## src/rtl/seq_pkg.sv

```systemverilog
// Shared types for the instruction step sequencer.
// Assumes: length class encoding 2'b11 behaves as the long class.
package seq_pkg;
    typedef enum logic [1:0] {
        LC_SHORT = 2'b00,
        LC_MID   = 2'b01,
        LC_LONG  = 2'b10,
        LC_ALT   = 2'b11
    } len_class_e;

    typedef enum logic [1:0] {
        MODE_RUN  = 2'b00,
        MODE_PUSH = 2'b01,
        MODE_STOP = 2'b10
    } seq_mode_e;
endpackage

```

## src/rtl/seq_len_decode.sv

```systemverilog
// Maps the decoder's length class to a clock count.
// Assumes: all lengths fit in CNT_W bits and exceed the fetch length.
module seq_len_decode #(
    parameter int CNT_W     = 4,
    parameter int LEN_SHORT = 5,
    parameter int LEN_MID   = 7,
    parameter int LEN_LONG  = 12
) (
    input  logic [1:0]       len_class,
    output logic [CNT_W-1:0] len_clocks
);
    import seq_pkg::*;

    // Select the clock count for the class.
    always_comb begin
        unique case (len_class_e'(len_class))
            LC_SHORT: len_clocks = CNT_W'(LEN_SHORT);
            LC_MID:   len_clocks = CNT_W'(LEN_MID);
            default:  len_clocks = CNT_W'(LEN_LONG);
        endcase
    end
endmodule

```

## src/rtl/seq_step_counter.sv

```systemverilog
// Counts clocks within one instruction and derives phase and step number.
// Assumes: run_en is low while stopped; the length is latched in step 0.
module seq_step_counter #(
    parameter int CNT_W     = 4,
    parameter int FETCH_LEN = 3,
    parameter int MAX_LEN   = 12
) (
    input  logic             clk,
    input  logic             rst_n,
    input  logic             run_en,
    input  logic [CNT_W-1:0] new_len,
    output logic             last,
    output logic [CNT_W-1:0] state_num,
    output logic             exec_phase
);
    localparam logic [CNT_W-1:0] FETCH_C = CNT_W'(FETCH_LEN);
    localparam logic [CNT_W-1:0] ONE_C   = CNT_W'(1);

    logic [CNT_W-1:0] cnt_q;
    logic [CNT_W-1:0] len_q;
    logic [CNT_W-1:0] cur_len;

    // Use the live class only in step 0, the latched one afterwards.
    assign cur_len = (cnt_q == '0) ? new_len : len_q;
    assign last    = run_en && (cnt_q == cur_len - ONE_C);

    // Advance the clock counter, wrapping at the instruction end.
    always_ff @(posedge clk) begin
        if (!rst_n) begin
            cnt_q <= '0;
        end else if (run_en) begin
            cnt_q <= last ? '0 : cnt_q + ONE_C;
        end
    end

    // Latch the instruction length in fetch step 0.
    always_ff @(posedge clk) begin
        if (!rst_n) begin
            len_q <= CNT_W'(MAX_LEN);
        end else if (run_en && cnt_q == '0) begin
            len_q <= new_len;
        end
    end

    // Split the count into phase flag and per-phase step number.
    always_comb begin
        exec_phase = run_en && (cnt_q >= FETCH_C);
        state_num  = exec_phase ? cnt_q - FETCH_C : cnt_q;
    end

    assert_count_range_R1: assert property (@(posedge clk) disable iff (!rst_n)
        cnt_q < CNT_W'(MAX_LEN));

    assert_step_advance_R3: assert property (@(posedge clk) disable iff (!rst_n)
        (run_en && !last) |=> (cnt_q == $past(cnt_q) + ONE_C));

    assert_end_wraps_R5: assert property (@(posedge clk) disable iff (!rst_n)
        last |=> (cnt_q == '0));

    assert_len_held_R4: assert property (@(posedge clk) disable iff (!rst_n)
        (cnt_q != '0) |=> $stable(len_q));
endmodule

```

## src/rtl/seq_stop_ctrl.sv

```systemverilog
// Run / push / stop mode control for halt and sleep.
// Assumes: commands are only honoured in the last clock of an instruction;
// irq_req and irq_en come from the interrupt logic of the same clock domain.
module seq_stop_ctrl (
    input  logic clk,
    input  logic rst_n,
    input  logic last,
    input  logic halt_cmd,
    input  logic sleep_cmd,
    input  logic irq_req,
    input  logic irq_en,
    output logic run_en,
    output logic push_req,
    output logic clk_stop
);
    import seq_pkg::*;

    seq_mode_e mode_q;
    logic      sleep_q;
    logic      wake;

    assign wake     = irq_req && irq_en;
    assign run_en   = (mode_q == MODE_RUN);
    assign push_req = (mode_q == MODE_PUSH);
    // Release the clock gate as soon as an enabled interrupt shows up.
    assign clk_stop = (mode_q == MODE_STOP) && sleep_q && !wake;

    // Step the mode: stop entry at instruction end, wake on enabled interrupt.
    always_ff @(posedge clk) begin
        if (!rst_n) begin
            mode_q  <= MODE_RUN;
            sleep_q <= 1'b0;
        end else begin
            unique case (mode_q)
                MODE_RUN: begin
                    if (last && (halt_cmd || sleep_cmd)) begin
                        mode_q  <= MODE_PUSH;
                        sleep_q <= sleep_cmd;
                    end
                end
                MODE_PUSH: mode_q <= MODE_STOP;
                MODE_STOP: begin
                    if (wake) begin
                        mode_q <= MODE_RUN;
                    end
                end
                default: mode_q <= MODE_RUN;
            endcase
        end
    end

    assert_push_single_R6: assert property (@(posedge clk) disable iff (!rst_n)
        push_req |=> !push_req);

    assert_push_follows_end_R6: assert property (@(posedge clk) disable iff (!rst_n)
        (last && (halt_cmd || sleep_cmd)) |=> push_req);

    assert_halt_clock_runs_R7: assert property (@(posedge clk) disable iff (!rst_n)
        (mode_q == MODE_STOP && !sleep_q) |-> !clk_stop);

    assert_stay_stopped_R9: assert property (@(posedge clk) disable iff (!rst_n)
        (mode_q == MODE_STOP && !wake) |=> (mode_q == MODE_STOP));

    assert_wake_resumes_R10: assert property (@(posedge clk) disable iff (!rst_n)
        (mode_q == MODE_STOP && wake) |=> run_en);

    assert_gate_only_stopped_R8: assert property (@(posedge clk) disable iff (!rst_n)
        clk_stop |-> !run_en);
endmodule

```

## src/rtl/instr_step_seq.sv

```systemverilog
// Top of the instruction step sequencer: length decode, step counter and
// halt/sleep control. Assumes a single clock domain with synchronous reset.
module instr_step_seq #(
    parameter int FETCH_LEN = 3,
    parameter int LEN_SHORT = 5,
    parameter int LEN_MID   = 7,
    parameter int LEN_LONG  = 12,
    parameter int CNT_W     = $clog2(LEN_LONG)
) (
    input  logic             clk,
    input  logic             rst_n,
    input  logic [1:0]       len_class,
    input  logic             halt_cmd,
    input  logic             sleep_cmd,
    input  logic             irq_req,
    input  logic             irq_en,
    output logic [CNT_W-1:0] state_num,
    output logic             exec_phase,
    output logic             instr_end,
    output logic             push_req,
    output logic             clk_stop
);
    logic [CNT_W-1:0] len_clocks;
    logic             run_en;
    logic             last;

    seq_len_decode #(
        .CNT_W(CNT_W), .LEN_SHORT(LEN_SHORT), .LEN_MID(LEN_MID), .LEN_LONG(LEN_LONG)
    ) u_decode (
        .len_class (len_class),
        .len_clocks(len_clocks)
    );

    seq_step_counter #(
        .CNT_W(CNT_W), .FETCH_LEN(FETCH_LEN), .MAX_LEN(LEN_LONG)
    ) u_count (
        .clk       (clk),
        .rst_n     (rst_n),
        .run_en    (run_en),
        .new_len   (len_clocks),
        .last      (last),
        .state_num (state_num),
        .exec_phase(exec_phase)
    );

    seq_stop_ctrl u_stop (
        .clk      (clk),
        .rst_n    (rst_n),
        .last     (last),
        .halt_cmd (halt_cmd),
        .sleep_cmd(sleep_cmd),
        .irq_req  (irq_req),
        .irq_en   (irq_en),
        .run_en   (run_en),
        .push_req (push_req),
        .clk_stop (clk_stop)
    );

    assign instr_end = last;

    assert_end_in_run_R5: assert property (@(posedge clk) disable iff (!rst_n)
        instr_end |-> !push_req && !clk_stop);
endmodule

```

## config.mk

```make
export PLATFORM = sky130hd
export DESIGN_NAME = instr_step_seq
export DESIGN_NICKNAME = d
export VERILOG_FILES = /design/src/rtl/seq_pkg.sv /design/src/rtl/seq_len_decode.sv /design/src/rtl/seq_step_counter.sv /design/src/rtl/seq_stop_ctrl.sv /design/src/rtl/instr_step_seq.sv
export SDC_FILE = /design/constraint.sdc
export NUM_CORES = 1
export LEC_CHECK = 0
export ABC_AREA = 1
export CORE_UTILIZATION = 46
export DETAILED_ROUTE_END_ITERATION = 16
export GPL_ROUTABILITY_DRIVEN = 0
export PLACE_DENSITY = 0.87
export REMOVE_ABC_BUFFERS = 1
export SETUP_SLACK_MARGIN = 0.1
export SYNTH_ARGS = -nofsm -noshare
export SYNTH_HDL_FRONTEND = slang
export SYNTH_SLANG_ARGS = --single-unit
```

## constraint.sdc

```tcl
create_clock -name clk -period 2.3 [get_ports clk]
set_input_delay 0.345 -clock clk [delete_from_list [all_inputs] [get_ports clk]]
set_output_delay 0.345 -clock clk [all_outputs]
set_load 0.02 [all_outputs]
```

=== Yosys cells after proc, flatten, opt, wreduce, memory -nomap -nowiden ===
Cells that the tools add are included.

* Register bits: 11
* Memory bits (read-only): 0
* Word-level logic and storage cells: 35
* Input bits: 8
* Latch bits: 0
* Bits in writable memories: 0
* Memories: 0

* Mux-type cells: 7
* Eq/ne operators: 6
* Reduce and logical (&&, ||, !) cells: 14
* $add $sub $neg: 3
* Magnitude comparators: 1
* Bitwise gates (word level): 0
* Div/mod/pow operators: 0
* $mul: 0
* Shift-type cells: 0

{| class="wikitable"
|+ Operators with widths
! operator !! count
|-
| $mux W4 || 3
|-
| $pmux W4 S2 || 1
|-
| $logic_and A1 B1 Y1 || 7
|-
| $pmux W2 S3 || 1
|-
| $add A4 B1 Y4 const B || 1
|-
| $eq A2 B1 Y1 const B || 2
|-
| $eq A4 B4 Y1 || 1
|-
| $ge A4 B2 Y1 const B || 1
|-
| $logic_not A2 Y1 || 2
|-
| $logic_not A4 Y1 || 1
|-
| $mux W2 || 2
|-
| $ne A2 B1 Y1 const B || 2
|-
| $reduce_and A2 Y1 || 2
|-
| $sub A4 B1 Y4 const B || 1
|-
| $sub A4 B2 Y4 const B || 1
|-
| $eq A2 B2 Y1 const B || 1
|-
| $logic_not A1 Y1 || 1
|-
| $logic_or A1 B1 Y1 || 1
|}

=== Longest topological paths before layout ===
Gate-level depths: netlist of run 1.

* Depth after elaboration: 9
* Mapped depth: 15
* Gate-level depth less buffers: 15

=== Modules after synthesis ===
From an unflattened synthesis of run 1, not the netlist that was laid out.

* Cells, all modules: 129
* Area, all modules: 824.5 um2

{| class="wikitable"
|+ Modules (own cells, without submodules)
! module !! sequential area each (um2) !! area an instance (um2) !! cells each !! times used
|-
| seq_step_counter || 160.2 || 644.4 || 100 || 1
|-
| seq_stop_ctrl || 60.1 || 153.9 || 23 || 1
|-
| seq_len_decode || 0.0 || 26.3 || 6 || 1
|}

=== Worst setup path after synthesis of run 1 ===
OpenSTA, ideal clock, no wires.

* Path type: reg-to-output
* From: register u_count.cnt_q[0]
* To: output instr_end
* Path buffers: 0
* Stages on the path, launching flop included: 13
* Data arrival time: 1.833 ns
* Data required time: 1.955 ns
* Path slack: 0.122 ns
* Cells stage by stage: dfxtp_1 > inv_1 > ha_1 > nand3_1 > nand2_1 > ha_1 > nand2_1 > nand3_1 > nor2_1 > nand2_1 > nor2_2 > nand2_2 > inv_1

* Longest elaborated chain between the ends: 5

{| class="wikitable"
|+ Ends and longest elaborated chain
! item !! RTL line !! RTL
|-
| start, declared || seq_step_counter.sv:19 || <nowiki>logic [CNT_W-1:0] cnt_q;</nowiki>
|-
| start signal, assigned || seq_step_counter.sv:32 || <nowiki>cnt_q <= last ? '0 : cnt_q + ONE_C;</nowiki>
|-
| $logic_not A4 Y1 || seq_step_counter.sv:24 || <nowiki>assign cur_len = (cnt_q == '0) ? new_len : len_q;</nowiki>
|-
| $mux W4 || seq_step_counter.sv:24 ||
|-
| $sub A4 B1 Y4 || seq_step_counter.sv:25 || <nowiki>assign last = run_en && (cnt_q == cur_len - ONE_C);</nowiki>
|-
| $eq A4 B4 Y1 (*) || seq_step_counter.sv:25 ||
|-
| $logic_and A1 B1 Y1 (*) || seq_step_counter.sv:25 ||
|-
| end, declared || instr_step_seq.sv:19 || <nowiki>output logic instr_end,</nowiki>
|}

Every way passes the cells marked *; elsewhere a longest branch is shown, timed or not.

=== Final worst setup path of run 1 ===
* From: register u_count.cnt_q[1]
* To: output instr_end

Same word-level chain as after synthesis.

==> flow_metrics.env, run 1 <==
export IMPL_status="finished with violations"
export IMPL_violations="negative setup slack"
export IMPL_fin_area_um2=1020
export IMPL_postSynthCellCount=95
export IMPL_power_leakage_nw=0.502
export IMPL_cts_buffers_inserted=3
export IMPL_die_w_um=39.0
export IMPL_post_synth_top_count_cell="nand2_1"
export IMPL_synth_area_top_cells="dfxtp_1, nand2_1, nand3_1"
export IMPL_post_route_util=0.858
export IMPL_vdd_drop_max_uv=857
export IMPL_post_drt_wl_per_cell_um=15.3
export IMPL_mappedNetlistArea_um2=629
export IMPL_port_buffers=15
export IMPL_grt_pass1_vias=775
export IMPL_vias=814
export IMPL_setup_tns_ns=-0.136
export IMPL_synth_ff_type="dfxtp_1"
export IMPL_initial_utilization=0.531
export IMPL_hpwl_mm=1.42
export IMPL_fin_nets=144
export IMPL_max_cap_violations=0
export IMPL_core_um2=1190
export IMPL_ys_warn_count=0
export IMPL_htree_levels=1
export IMPL_syn_to_final_growth_pct=61.6
export IMPL_cp_required_ns=1.96
export IMPL_fill_cells=76
export IMPL_ys_seq_area_frac=0.318
export IMPL_synth_common_cells="nand2_1, inv_1, nand3_1, a21oi_1, dfxtp_1"
export IMPL_max_clock_freq_mhz=410
export IMPL_place_area_um2=910
export IMPL_drt_iter0_drc=37
export IMPL_layout_drive_gt1_share=0.356
export IMPL_ys_types=17
export IMPL_ant_nets=0
export IMPL_crit_fanout=4
export IMPL_die_h_um=39.0
export IMPL_worst_slew_pin_slew_ns=0.271
export IMPL_slew_headroom=0.819
export IMPL_period_needed_ns=2.44
export IMPL_min_delay_path_class="input port to flip-flop"
export IMPL_grt_pass1_wl_mm=3.27
export IMPL_period_share=1.06
export IMPL_drc=0
export IMPL_cts_tree="yes"
export IMPL_synth_largest_area_cell="dfxtp_1"
export IMPL_arrival_ns=2.09
export IMPL_antenna_found_initial=0
export IMPL_fin_worst_skew_ns=0.00558
export IMPL_setup_violations=1
export IMPL_track_usage=0.339
export IMPL_setup_worst_path_start_class="flip-flop"
export IMPL_wl_mm=2.23
export IMPL_dp_cells=139
export IMPL_worstSetupEndpointType="output pin"
export IMPL_diodes=0
export IMPL_first_pass_iters=4
export IMPL_overflow=0
export IMPL_rows=12
export IMPL_p_per_area_nw_per_um2=1400
export IMPL_vias_per_cell=5.58
export IMPL_cts_buffer_depth=2
export IMPL_io_pins=16
export IMPL_insertion_delay_ns=0.28
export IMPL_whs_ns=0.388
export IMPL_seq_area_um2=203
export IMPL_cts_sinks=10
export IMPL_total_power_mw=1.42
export IMPL_clkTransAtPathRegs_ns=0.07
export IMPL_fp_dieArea_um2=1520
export IMPL_preCtsSetupSlack_ns=-0.545
export IMPL_multi_input_area_um2=429
export IMPL_stdcell_count=146
export IMPL_fin_ws_ns=-0.136
export IMPL_async_flop_share=0
export IMPL_synth_edf_count=0
export IMPL_synthDominantCellAreaShare=0.318
export IMPL_cts_root_buf="clkbuf_4"
export IMPL_ys_ff_latch=10
export IMPL_grt_max_degree=9
export IMPL_rsz0062_at_grt="yes"
export IMPL_hold_viol=0
export IMPL_syn_avg_cell_area_um2=6.62
export IMPL_crit_type="flip-flop to output pin"
export IMPL_slew_viol_final=0
==> sequential cells by signal, indices dropped and copies added, names as in the netlist <==
signal	cells
u_count.cnt_q	4
u_stop.sleep_q	1
u_stop.mode_q	2
u_count.len_q	3
==> cells by family after synthesis <==
logic type / share of synthesized area
and+or+nand+nor: 0.354
AOI/OAI and AO/OA: 0.119
buffers and inverters: 0.0895
DFF: 0.318
xor gates and xnor gates: 0.0418
adders and majority gates: 0.0596
muxes: 0.0179
==> power by group <==
| group | switching [mW] | total [mW] | internal [mW] |
|---|---|---|---|
| Clock | 0.0695 | 0.166 | 0.0964 |
| Sequential | 0.0328 | 0.253 | 0.220 |
| Combinational | 0.548 | 1.00 | 0.455 |
==> cell usage in the layout, fill, tap and decap left out, types with 2 or more instances in the layout <==
cell,count
inv_2,3
buf_2,2
nand2_1,17
ha_4,2
xor2_1,2
clkdlybuf4s50_1,7
dlymetal6s2s_1,2
nand2_2,5
a21oi_1,10
nor2_1,6
inv_1,12
dfxtp_2,2
nand3_1,12
dfxtp_1,8
o21ai_0,4
clkbuf_4,3
nor2_4,3
buf_4,18
==> final cells by class <==
class                      count  area share
clock buffer                   4      0.0357
inverter                      15      0.0554
sequential                    10       0.199
multi-input combinational     70       0.422
timing repair buffer          33       0.271
tap                           14      0.0172
==> worst max-delay path: stages (launching register included) <==
cell	delay [ns]
dfxtp_2	0.33
inv_2	0.08
ha_4	0.15
nand2_4	0.07
nand2_2	0.08
nand2_2	0.07
ha_4	0.28
inv_1	0.04
nand2_1	0.06
nand3_1	0.07
nor2_1	0.13
nand2_1	0.09
nor2_2	0.12
nand2_2	0.07
inv_2	0.07
buf_6	0.11
==> timing repair <==
item | 4_1_cts | 5_1_grt
resized for setup | 22 | 19
pin swaps | 3 | 4
buffers inserted | 0 | 3
setup endpoints to repair | 6 | 4
hold buffers | 0 | 0
==> worst paths after layout <==
path | slack (ns) | start | depth (start not counted) | to
worst max-delay path | -0.14 | u_count.cnt_q[1]$_SDFFE_PN0P_ | 15 | instr_end
worst min-delay path | 0.39 | len_class[0] | 3 | u_count.len_q[1]$_SDFFE_PN0P_
worst max register to register | 0.27 | u_count.cnt_q[1]$_SDFFE_PN0P_ | 16 | u_count.cnt_q[1]$_SDFFE_PN0P_
worst min register to register | 0.48 | u_count.len_q[0]$_SDFFE_PN0P_ | 2 | u_count.len_q[0]$_SDFFE_PN0P_
==> routing by layer <==
layer,vias to the layer above,track usage,part of all wire
met4,0,0.267,0.058
met2,47,0.579,0.53
met1,374,0.324,0.35
li1,378,-,-
met5,-,0,0
met3,15,0.116,0.064
Note: power is estimated with default switching activity, not from simulation.
==> inputs of run 2 (changes only) <==
--- a/config.mk
+++ b/config.mk
@@ -6,10 +6,10 @@
 export NUM_CORES = 1
 export LEC_CHECK = 0
 export ABC_AREA = 1
-export CORE_UTILIZATION = 46
+export CORE_UTILIZATION = 30
 export DETAILED_ROUTE_END_ITERATION = 16
 export GPL_ROUTABILITY_DRIVEN = 0
-export PLACE_DENSITY = 0.87
+export PLACE_DENSITY = 0.64
 export REMOVE_ABC_BUFFERS = 1
 export SETUP_SLACK_MARGIN = 0.1
 export SYNTH_ARGS = -nofsm -noshare
==> flow_metrics.env, run 2 (same netlist as run 1, synthesis figures left out) <==
export IMPL_cts_hold_buffers_added=0
export IMPL_overflow=0
export IMPL_max_clock_freq_mhz=428
export IMPL_use_met1=0.186
export IMPL_power_leakage_nw=0.519
export IMPL_rsz0062_at_grt="yes"
export IMPL_combinationalPowerShare=0.710
export IMPL_fin_ws_ns=-0.0355
export IMPL_die_h_um=47.8
export IMPL_met3_usage=0.0566
export IMPL_ant_nets=0
export IMPL_grt_pass1_wl_mm=2.36
export IMPL_drc=0
export IMPL_antenna_found_initial=0
export IMPL_slew_viol_final=0
export IMPL_setup_worst_path_start_class="flip-flop"
export IMPL_p_seq_frac=0.177
export IMPL_slew_headroom=0.830
export IMPL_cts_tree="yes"
export IMPL_whs_ns=0.415
export IMPL_cts_root_buf="clkbuf_4"
export IMPL_fill_cells=221
export IMPL_vias_per_cell=4.49
export IMPL_p_switching_uw=613
export IMPL_p_int_uw=804
export IMPL_grt_busiest_layer="met2"
export IMPL_die_w_um=47.8
export IMPL_insertion_delay_ns=0.27
export IMPL_swShare=0.433
export IMPL_hold_viol=0
export IMPL_crit_type="flip-flop to output pin"
export IMPL_mostFrequentLayoutCells="buf_4, nand2_1, inv_1, nand3_1, a21oi_1"
export IMPL_period_needed_ns=2.34
export IMPL_diodes=0
export IMPL_fp_dieArea_um2=2280
export IMPL_io_pins=16
export IMPL_worst_slew_pin_slew_ns=0.256
export IMPL_cts_buffer_depth=2
export IMPL_port_buffers=15
export IMPL_cts_sinks=10
export IMPL_post_route_util=0.544
export IMPL_first_pass_iters=4
export IMPL_pwr_share_clk=0.113
export IMPL_setup_tns_ns=-0.0355
export IMPL_syn_to_final_growth_pct=69.6
export IMPL_fin_area_um2=1070
export IMPL_largest_reg_flops=4
export IMPL_layout_drive_gt1_share=0.353
export IMPL_arrival_ns=1.99
export IMPL_grt_max_degree=8
export IMPL_max_cap_violations=0
export IMPL_crit_fanout=4
export IMPL_hpwl_mm=1.22
export IMPL_post_drt_wl_per_cell_um=10.3
export IMPL_fin_nets=145
export IMPL_regMostFlops="u_count.cnt_q"
export IMPL_p_per_area_nw_per_um2=1330
export IMPL_cts_buffers_inserted=3
export IMPL_wl_mm=1.65
export IMPL_drt_iter0_drc=13
export IMPL_rows=16
export IMPL_stdcell_count=160
export IMPL_dp_cells=153
export IMPL_vdd_drop_max_uv=681
export IMPL_fin_worst_skew_ns=0.00310
export IMPL_clkTransAtPathRegs_ns=0.07
export IMPL_total_power_mw=1.42
export IMPL_final_common_cell="buf_4"
export IMPL_cp_required_ns=1.96
export IMPL_place_area_um2=933
export IMPL_setup_violations=1
export IMPL_period_share=1.02
export IMPL_track_usage=0.153
export IMPL_status="finished with violations"
export IMPL_grt_use_met2=0.259
export IMPL_vias=718
export IMPL_violations="negative setup slack"
export IMPL_htree_levels=1
export IMPL_initial_utilization=0.321
export IMPL_worstSetupEndpointType="output pin"
export IMPL_grt_pass1_vias=584
export IMPL_preCtsSetupSlack_ns=-0.583
export IMPL_reg_largest_list="u_count.cnt_q x4, u_count.len_q x3, u_stop.mode_q x2"
export IMPL_min_delay_path_class="input port to flip-flop"
export IMPL_core_um2=1960
-- run 2: cell count changes in the layout (fill, tap and decap cells not counted), moves of 2 or more --
cell | previous run | this run
buf_2 | 2 | 0
dlygate4sd2_1 | 1 | 5
nand2_2 | 5 | 2
nand2_4 | 1 | 3
-- run 2: worst max-delay path, stage by stage, from the launching register on --
cell,delay [ns]
dfxtp_1,0.34
nor2_4,0.18
nand2_4,0.10
nand2_4,0.09
nand2_4,0.05
ha_4,0.27
inv_2,0.03
nand2_1,0.05
nand3_1,0.07
nor2_1,0.11
nand2_1,0.07
nor2_2,0.12
nand2_2,0.09
inv_2,0.07
buf_6,0.11
-- run 2: final timing paths --
path,from,endpoint,depth (start not counted),slack [ns]
hold / removal,len_class[0],u_count.len_q[1]$_SDFFE_PN0P_,3,0.41
hold reg to reg,u_stop.sleep_q$_SDFFE_PN0P_,u_stop.sleep_q$_SDFFE_PN0P_,2,0.45
setup reg to reg,u_count.cnt_q[3]$_SDFFE_PN0P_,u_stop.sleep_q$_SDFFE_PN0P_,17,0.24
setup / recovery,u_count.cnt_q[3]$_SDFFE_PN0P_,instr_end,14,-0.04
-- run 2: repair_timing --
action | 4_1_cts | 5_1_grt
endpoints found under the setup margin | 6 | 9
gates resized for setup | 14 | 20
buffers inserted | 4 | 2
endpoints found under the hold margin | 0 | 0
cloned | 0 | 0
pin swaps | 2 | 11
-- run 2: per-layer routing --
metal	up-vias	share of wire
li1	382	-
met1	317	0.45
met2	19	0.49
met3	0	0.067
met4	0	0
met5	-	0
-- run 2: area by class of cell --
type,instances,area [um^2],share of cell area
sequential,10,203,0.190
tap,27,33.8,0.0317
inverter,15,56.3,0.0528
multi-input combinational,70,445,0.417
timing repair buffer,34,293,0.274
clock buffer,4,36.3,0.0340
-- run 2: power groups by stage --
stage / registers, mW / clock network, mW / logic, mW
2_1_floorplan: 0.254 / 0 / 0.475
3_3_place_gp: 0.245 / 0 / 0.843
3_5_place_dp: 0.246 / 0 / 0.854
4_1_cts: 0.242 / 0.167 / 0.906
5_1_grt: 0.254 / 0.178 / 1.11
6_report: 0.251 / 0.160 / 1.01
==> inputs of run 3 (changes only) <==
--- a/config.mk
+++ b/config.mk
@@ -10,7 +10,6 @@
 export DETAILED_ROUTE_END_ITERATION = 16
 export GPL_ROUTABILITY_DRIVEN = 0
 export PLACE_DENSITY = 0.64
-export REMOVE_ABC_BUFFERS = 1
 export SETUP_SLACK_MARGIN = 0.1
 export SYNTH_ARGS = -nofsm -noshare
 export SYNTH_HDL_FRONTEND = slang
==> results of run 3 <==
No change in the layout: final DEF, timing and power equal those of run 2.
